==> config.mk <==
export PLATFORM = sky130hd
export DESIGN_NAME = arith_flag_unit
export DESIGN_NICKNAME = d
export VERILOG_FILES = /design/src/rtl/flag_pkg.sv /design/src/rtl/flag_calc.sv /design/src/rtl/ctrl_bits.sv /design/src/rtl/arith_flag_unit.sv
export SDC_FILE = /design/constraint.sdc
export NUM_CORES = 1
export LEC_CHECK = 0
export BUFFER_PORTS_ARGS = -buffer_cell sky130_fd_sc_hd__buf_4
export CORE_MARGIN = 2
export CORE_UTILIZATION = 57
export CTS_CLUSTER_SIZE = 16
export DETAILED_ROUTE_END_ITERATION = 8
export PLACE_DENSITY = 0.85
export SYNTH_ARGS = -nofsm -noshare
export SYNTH_HDL_FRONTEND = slang
export SYNTH_HIERARCHICAL = 1
export SYNTH_SLANG_ARGS = --single-unit
==> constraint.sdc <==
create_clock -name clk -period 1.05 [get_ports clk]
set_input_delay 0.315 -clock clk [delete_from_list [all_inputs] [get_ports clk]]
set_output_delay 0.315 -clock clk [all_outputs]
set_load 0.05 [all_outputs]
==> src/rtl/flag_pkg.sv <==
package flag_pkg;
    localparam int FLAG_W = 16;
    localparam int CTL_N  = 3;

    localparam int POS_CF = 0;
    localparam int POS_PF = 2;
    localparam int POS_AF = 4;
    localparam int POS_ZF = 6;
    localparam int POS_SF = 7;
    localparam int POS_TF = 8;
    localparam int POS_IF = 9;
    localparam int POS_DF = 10;
    localparam int POS_OF = 11;

    localparam logic [FLAG_W-1:0] LIVE_MASK = 16'h0FD5;

    typedef enum logic [1:0] {
        OP_ADD = 2'd0,
        OP_ADC = 2'd1,
        OP_SUB = 2'd2,
        OP_SBB = 2'd3
    } alu_op_e;

    typedef struct packed {
        logic of;
        logic sf;
        logic zf;
        logic af;
        logic pf;
        logic cf;
    } status_t;
endpackage

==> src/rtl/flag_calc.sv <==
module flag_calc
    import flag_pkg::*;
#(
    parameter int DW = 16
) (
    input  logic [DW-1:0] a_i,
    input  logic [DW-1:0] b_i,
    input  logic          cin_i,
    input  alu_op_e       op_i,
    input  logic          wide_i,
    output logic [DW-1:0] res_o,
    output status_t       st_o
);
    localparam int HW = DW / 2;

    logic [DW-1:0] a_m;
    logic [DW-1:0] b_m;
    logic [DW:0]   full;
    logic          is_sub;
    logic          use_c;
    logic          sa, sb, sr;

    always_comb begin
        a_m    = wide_i ? a_i : {{HW{1'b0}}, a_i[HW-1:0]};
        b_m    = wide_i ? b_i : {{HW{1'b0}}, b_i[HW-1:0]};
        is_sub = (op_i == OP_SUB) || (op_i == OP_SBB);
        use_c  = ((op_i == OP_ADC) || (op_i == OP_SBB)) && cin_i;
        if (is_sub)
            full = {1'b0, a_m} - {1'b0, b_m} - {{DW{1'b0}}, use_c};
        else
            full = {1'b0, a_m} + {1'b0, b_m} + {{DW{1'b0}}, use_c};
        res_o  = wide_i ? full[DW-1:0] : {{HW{1'b0}}, full[HW-1:0]};
        sa     = wide_i ? a_m[DW-1]   : a_m[HW-1];
        sb     = wide_i ? b_m[DW-1]   : b_m[HW-1];
        sr     = wide_i ? res_o[DW-1] : res_o[HW-1];
        st_o.cf = wide_i ? full[DW] : full[HW];
        st_o.pf = ~^res_o[7:0];
        st_o.af = a_m[4] ^ b_m[4] ^ res_o[4];
        st_o.zf = (res_o == '0);
        st_o.sf = sr;
        st_o.of = is_sub ? ((sa != sb) && (sr != sa)) : ((sa == sb) && (sr != sa));
    end
endmodule

==> src/rtl/ctrl_bits.sv <==
module ctrl_bits #(
    parameter int N = 3
) (
    input  logic         clk,
    input  logic         rst_n,
    input  logic [N-1:0] set_i,
    input  logic [N-1:0] clr_i,
    input  logic         load_i,
    input  logic [N-1:0] load_val_i,
    output logic [N-1:0] q_o
);
    for (genvar g = 0; g < N; g++) begin : g_bit
        always_ff @(posedge clk or negedge rst_n) begin
            if (!rst_n)
                q_o[g] <= 1'b0;
            else if (load_i)
                q_o[g] <= load_val_i[g];
            else if (set_i[g])
                q_o[g] <= 1'b1;
            else if (clr_i[g])
                q_o[g] <= 1'b0;
        end
    end
endmodule

==> src/rtl/arith_flag_unit.sv <==
module arith_flag_unit
    import flag_pkg::*;
(
    input  logic              clk,
    input  logic              rst_n,
    input  logic              op_valid,
    input  logic [1:0]        op_sel,
    input  logic              word_mode,
    input  logic [FLAG_W-1:0] opnd_a,
    input  logic [FLAG_W-1:0] opnd_b,
    input  logic              carry_in,
    input  logic [CTL_N-1:0]  ctl_set,
    input  logic [CTL_N-1:0]  ctl_clr,
    input  logic              load_en,
    input  logic [FLAG_W-1:0] load_word,
    output logic [FLAG_W-1:0] result,
    output logic [FLAG_W-1:0] flags
);
    logic [FLAG_W-1:0] calc_res;
    status_t           calc_st;
    status_t           st_q;
    status_t           st_load;
    logic [CTL_N-1:0]  ctl_q;
    logic [CTL_N-1:0]  ctl_load;

    flag_calc #(.DW(FLAG_W)) u_calc (
        .a_i    (opnd_a),
        .b_i    (opnd_b),
        .cin_i  (carry_in),
        .op_i   (alu_op_e'(op_sel)),
        .wide_i (word_mode),
        .res_o  (calc_res),
        .st_o   (calc_st)
    );

    assign ctl_load = {load_word[POS_DF], load_word[POS_IF], load_word[POS_TF]};

    ctrl_bits #(.N(CTL_N)) u_ctl (
        .clk        (clk),
        .rst_n      (rst_n),
        .set_i      (ctl_set),
        .clr_i      (ctl_clr),
        .load_i     (load_en),
        .load_val_i (ctl_load),
        .q_o        (ctl_q)
    );

    always_comb begin
        st_load.cf = load_word[POS_CF];
        st_load.pf = load_word[POS_PF];
        st_load.af = load_word[POS_AF];
        st_load.zf = load_word[POS_ZF];
        st_load.sf = load_word[POS_SF];
        st_load.of = load_word[POS_OF];
    end

    always_ff @(posedge clk or negedge rst_n) begin
        if (!rst_n) begin
            st_q   <= '0;
            result <= '0;
        end else begin
            if (op_valid)
                result <= calc_res;
            if (load_en)
                st_q <= st_load;
            else if (op_valid)
                st_q <= calc_st;
        end
    end

    always_comb begin
        flags         = '0;
        flags[POS_CF] = st_q.cf;
        flags[POS_PF] = st_q.pf;
        flags[POS_AF] = st_q.af;
        flags[POS_ZF] = st_q.zf;
        flags[POS_SF] = st_q.sf;
        flags[POS_TF] = ctl_q[0];
        flags[POS_IF] = ctl_q[1];
        flags[POS_DF] = ctl_q[2];
        flags[POS_OF] = st_q.of;
    end

    assert_dead_bits_R2: assert property (@(posedge clk) disable iff (!rst_n)
        (flags & ~LIVE_MASK) == '0);

    assert_status_hold_R9: assert property (@(posedge clk) disable iff (!rst_n)
        (!op_valid && !load_en) |=> ($stable(st_q) && $stable(result)));

    assert_ctl_hold_R10: assert property (@(posedge clk) disable iff (!rst_n)
        (!load_en && ctl_set == '0 && ctl_clr == '0) |=> $stable(ctl_q));

    assert_zero_flag_R7: assert property (@(posedge clk) disable iff (!rst_n)
        (op_valid && !load_en) |=> (flags[POS_ZF] == (result == '0)));

    assert_parity_flag_R5: assert property (@(posedge clk) disable iff (!rst_n)
        (op_valid && !load_en) |=> (flags[POS_PF] == ~^result[7:0]));

    assert_byte_upper_R3: assert property (@(posedge clk) disable iff (!rst_n)
        (op_valid && !word_mode) |=> (result[15:8] == 8'h00));
endmodule

==> metrics.yaml, run 1 <==
status:
  status: "stopped before the end"
  lastStage: "global routing"
  error: "[ERROR DPL-0038] Utilization greater than 100%, impossible to legalize"
synth:
  synth.distinct_cells: 70
  synth_largest_type_area_fraction_pct: 17.26
  ys_seq_elements: 25
  synthTopCellsByArea: "dfrtp_1 17%, ha_1 17%, inv_1 6.3%, xnor2_1 5.3%, mux2_2 5.3%"
  synthFlopType: "dfrtp_1"
  syn_avg_cell_area_um2: 8.238
  synth_edf_count: 0
  synthArstFlopShare_pct: 100.0
  yosysTopAreaCell: "dfrtp_1"
  synthCells: 440
  yosysWarnings: 6
  syn_area_um2: 3625
  yosysSeqAreaShare_pct: 17.26
placement:
  post-dp-hpwl_um: 9955
  io_buffers: 79
  gp_routability_congestion: 0.9284
die:
  rows: 29
  num_io_pins: 94
  start_util_pct: 58.08
  die_w_um: 83.75
  die_h_um: 83.75
global_routing:
  grt_max_degree: 26
timing:
  grt-worst-endpoint: "flags[6]$_DFFE_PN0P_/D"
  worstEndpointType: "sequential cell input"
cts:
  cts_buffer_depth: 2
  cts_root_buf: "clkbuf_8"
  cts_buffers: 3
  htreeDepth: 1
  cts_sinks: 25
-- cell usage after synthesis, types with 4 or more instances --
library cell and count:
a21o_1 6, a21oi_1 23, and2_1 12, buf_4 8
buf_6 5, clkbuf_1 4, dfrtp_1 25, fa_1 4
ha_1 49, inv_1 61, mux2_2 17, mux2i_1 13
nand2_1 33, nand2b_1 6, nor2_1 28, nor2b_1 6
nor3_1 8, o21a_1 4, o21ai_0 15, o21ai_1 7
o21bai_1 4, xnor2_1 22, xor2_1 4
-- metrics by stage --
step                      hold slack [ps]  cells  util, %  cell area [um^2]  setup slack, ps
after floorplan                     19.41    446        -              4078            -1805
after global placement              229.0    694    87.01              5430            -2015
after detailed placement            234.2    694    87.01              5430            -2246
after CTS                           279.9    717    96.17              6002            -1921
-- logic make-up after synthesis --
family | Yosys count | synth area share, %
adders and majority gates | 53 | 19.12
xor gates and xnor gates | 26 | 6.282
other | 1 | 0.1035
AOI/OAI and AO/OA | 99 | 19.43
DFF | 25 | 17.26
and+or+nand+nor | 127 | 18.88
muxes | 30 | 8.871
buffers and inverters | 79 | 10.04
-- timing repair --
action                                  CTS
gates resized for setup                  81
endpoints found under the hold margin    25
hold buffers                              1
setup buffers                            20
endpoints found under the setup margin   47
pin swaps                                28
==> inputs of run 2 (changes only) <==
--- a/config.mk
+++ b/config.mk
@@ -7,10 +7,9 @@
 export LEC_CHECK = 0
 export BUFFER_PORTS_ARGS = -buffer_cell sky130_fd_sc_hd__buf_4
 export CORE_MARGIN = 2
-export CORE_UTILIZATION = 57
-export CTS_CLUSTER_SIZE = 16
+export CORE_UTILIZATION = 40
 export DETAILED_ROUTE_END_ITERATION = 8
-export PLACE_DENSITY = 0.85
+export PLACE_DENSITY_LB_ADDON = 0.15
 export SYNTH_ARGS = -nofsm -noshare
 export SYNTH_HDL_FRONTEND = slang
 export SYNTH_HIERARCHICAL = 1
==> run 2 against run 1 <==
Compared with the run above:
- synthesized area did not move
- synthesized cell count did not move
- the flow now finishes, with violations (negative setup slack)
==> metrics.yaml, run 2 <==
status:
  status: "finished, violations left"
  violations: "negative setup slack"
cts:
  cts_root_buf: "clkbuf_8"
  cts_sinks: 25
  cts_tree: "yes"
  insertion_delay_ps: 260
  htreeDepth: 1
  cts_buffer_depth: 2
  cts_buffers: 3
  clk_pin_slew_ps: 80
drt:
  routedWlPerCell_um: 15.21
  final_antenna_net_count: 0
  drc_errors: 0
  vias_per_cell: 5.211
  vias: 3929
  wirelength_um: 11470
  first_pass_iters: 4
  first_iter_violations: 140
critical_path:
  worstPathArrival_ps: 3010
  crit_path_top_delay_cell: "fa_2"
  crit_path_max_fanout: 3
  path_class: "in2reg"
  crit_buf_inv: 3
  crit_top_cell: "mux2i_1"
  max_stage_delay_ps: 360
  crit_path_end_kind: "flop"
  worstPathCellList: "buf_8, nand2_8, inv_4, fa_2, a21o_4, a2111oi_4, buf_4, nor3_4, o311a_1, a211oi_2, mux2i_1, o211a_1, mux2i_1, mux2i_1, o21ai_1"
  path_delay_family: "compound AO/OA/AOI/OAI gates"
  required_ps: 1200
  start_kind: "input pin"
finish:
  largest_register_ffs: 16
  post_layout_nonfiller_instances: 754
  nets: 762
  antenna_cells: 0
  layout_commonest_cell: "buf_4"
  syn_to_final_growth_pct: 75.91
  largest-register: "result"
  drive_gt1_share_pct: 56.19
  layout_common_cells: "173 x buf_4, 48 x inv_1, 34 x buf_6"
global_routing:
  antenna_found_initial: 0
  grt_pass1_vias: 4023
  grt.total_usage_pct: 22.54
  grt_max_degree: 26
  grt-ovfl-total: 0
  grt_pass1_wl_um: 18570
synth:
  synthTopCellsByCount: "61 x inv_1, 49 x ha_1, 33 x nand2_1"
  syn_avg_cell_area_um2: 8.238
  ys_seq_elements: 25
  synthArstFlopShare_pct: 100.0
  synth_largest_type_area_fraction_pct: 17.26
  yosysWarnings: 6
  syn_area_um2: 3625
  synthFlopType: "dfrtp_1"
  synthTopCellsByArea: "dfrtp_1 17%, ha_1 17%, inv_1 6.3%, xnor2_1 5.3%, mux2_2 5.3%"
  synthCells: 440
  yosysTopAreaCell: "dfrtp_1"
  yosysSeqAreaShare_pct: 17.26
  synth_most_common_cell: "inv_1"
  synth_edf_count: 0
  synth.distinct_cells: 70
die:
  design.core.area_um2: 8763
  num_io_pins: 94
  start_util_pct: 41.36
  dieArea_um2: 9840
  die_h_um: 99.20
  rows: 34
  die_w_um: 99.20
placement:
  gp_routability_congestion: 0.9088
  post-dp-hpwl_um: 8531
  dp.cells: 729
  place_ws_ps: -2125
  io_buffers: 79
timing:
  whs_ps: 267.4
  period_needed_ps: 2864
  hold_violations: 0
  rsz0062_at_grt: "true"
  finClkSkew_ps: 0
  relSlewSlack_pct: 66.91
  drv_slew: 0
  post-route-worst-setup-slack_ps: -1814
  max_freq_ghz: 0.3492
  max_slew.worst_pin.slew_ps: 490.1
  finalSetupViolCount: 47
  setup_tns_ps: -31850
  period_share_pct: 272.8
job:
  drv_cap: 0
min_path:
  worstHoldPathType: "in2reg"
power_and_ir_drop:
  vdd_ir_drop_max_uv: 1445
  p_per_area_nw_per_um2: 1160
  p_leak_nw: 3.155
## run 2: cell counts after synthesis
Identical to the previous run, type by type.
## run 2: repair_timing
item | 4_1_cts | 5_1_grt
hold endpoints to repair | 25 | 0
pin swaps | 31 | 34
hold buffers | 1 | 0
resized for setup | 86 | 49
gates cloned | 1 | 0
buffers inserted | 13 | 13
endpoints found under the setup margin | 47 | 47
## run 2: layout make-up
type	instances	area [um^2]
Tap cell	108	135.1
Sequential cell	25	625.6
Clock buffer	4	45.04
Multi-Input combinational cell	342	3515
Timing Repair Buffer	214	1814
Fill cell	641	2387
Inverter	61	241.5
## run 2: final timing paths
| path | start | end | slack (ps) | depth (start not counted) |
|---|---|---|---|---|
| setup / recovery | carry_in | flags[11] | -1810 | 15 |
| hold / removal | load_word[0] | flags[0] | 270 | 3 |
| setup reg to reg | result[0] | result[0] | 30 | 3 |
| hold reg to reg | result[4] | result[4] | 540 | 1 |
| max in group asynchronous | rst_n | result[7] | 320 | 2 |
| min in group asynchronous | rst_n | result[4] | 490 | 2 |
## run 2: per-layer routing
| layer | wire length (um) | track usage [%] | part of all wire (%) | up-vias |
|---|---|---|---|---|
| met5 | 0 | 0 | 0 | - |
| met4 | 208 | 4.742 | 1.8 | 0 |
| met3 | 639 | 2.952 | 5.6 | 20 |
| met2 | 5472 | 39.14 | 48 | 132 |
| met1 | 5147 | 30.02 | 45 | 1852 |
| li1 | - | - | - | 1925 |
## run 2: logic make-up after synthesis
family	share of synthesized area, %
and+or+nand+nor	18.88
AOI/OAI and AO/OA	19.43
buffers and inverters	10.04
adders and majority gates	19.12
muxes	8.871
xor gates and xnor gates	6.282
DFF	17.26
other	0.1035
## run 2: tightest hold or removal path, cell delays in order
cell	delay (ps)
buf_4	80
nand2_1	40
o21ai_1	60
## run 2: power breakdown
group	switching [mW]	internal, mW
logic	2.80	2.75
clock network	0.273	0.270
registers	0.151	1.16
## run 2: through the flow
stage | utilization, % | total power, mW | cell area (um^2)
6_report | 72.76 | 7.398 | 6376
5_1_grt | 72.76 | 7.867 | 6376
4_1_cts | 68.95 | 6.935 | 6042
3_5_place_dp | 62.75 | 5.793 | 5499
3_3_place_gp | 62.75 | 5.732 | 5499
2_1_floorplan | - | 4.198 | 4078
(Power assumes the default switching activity.)
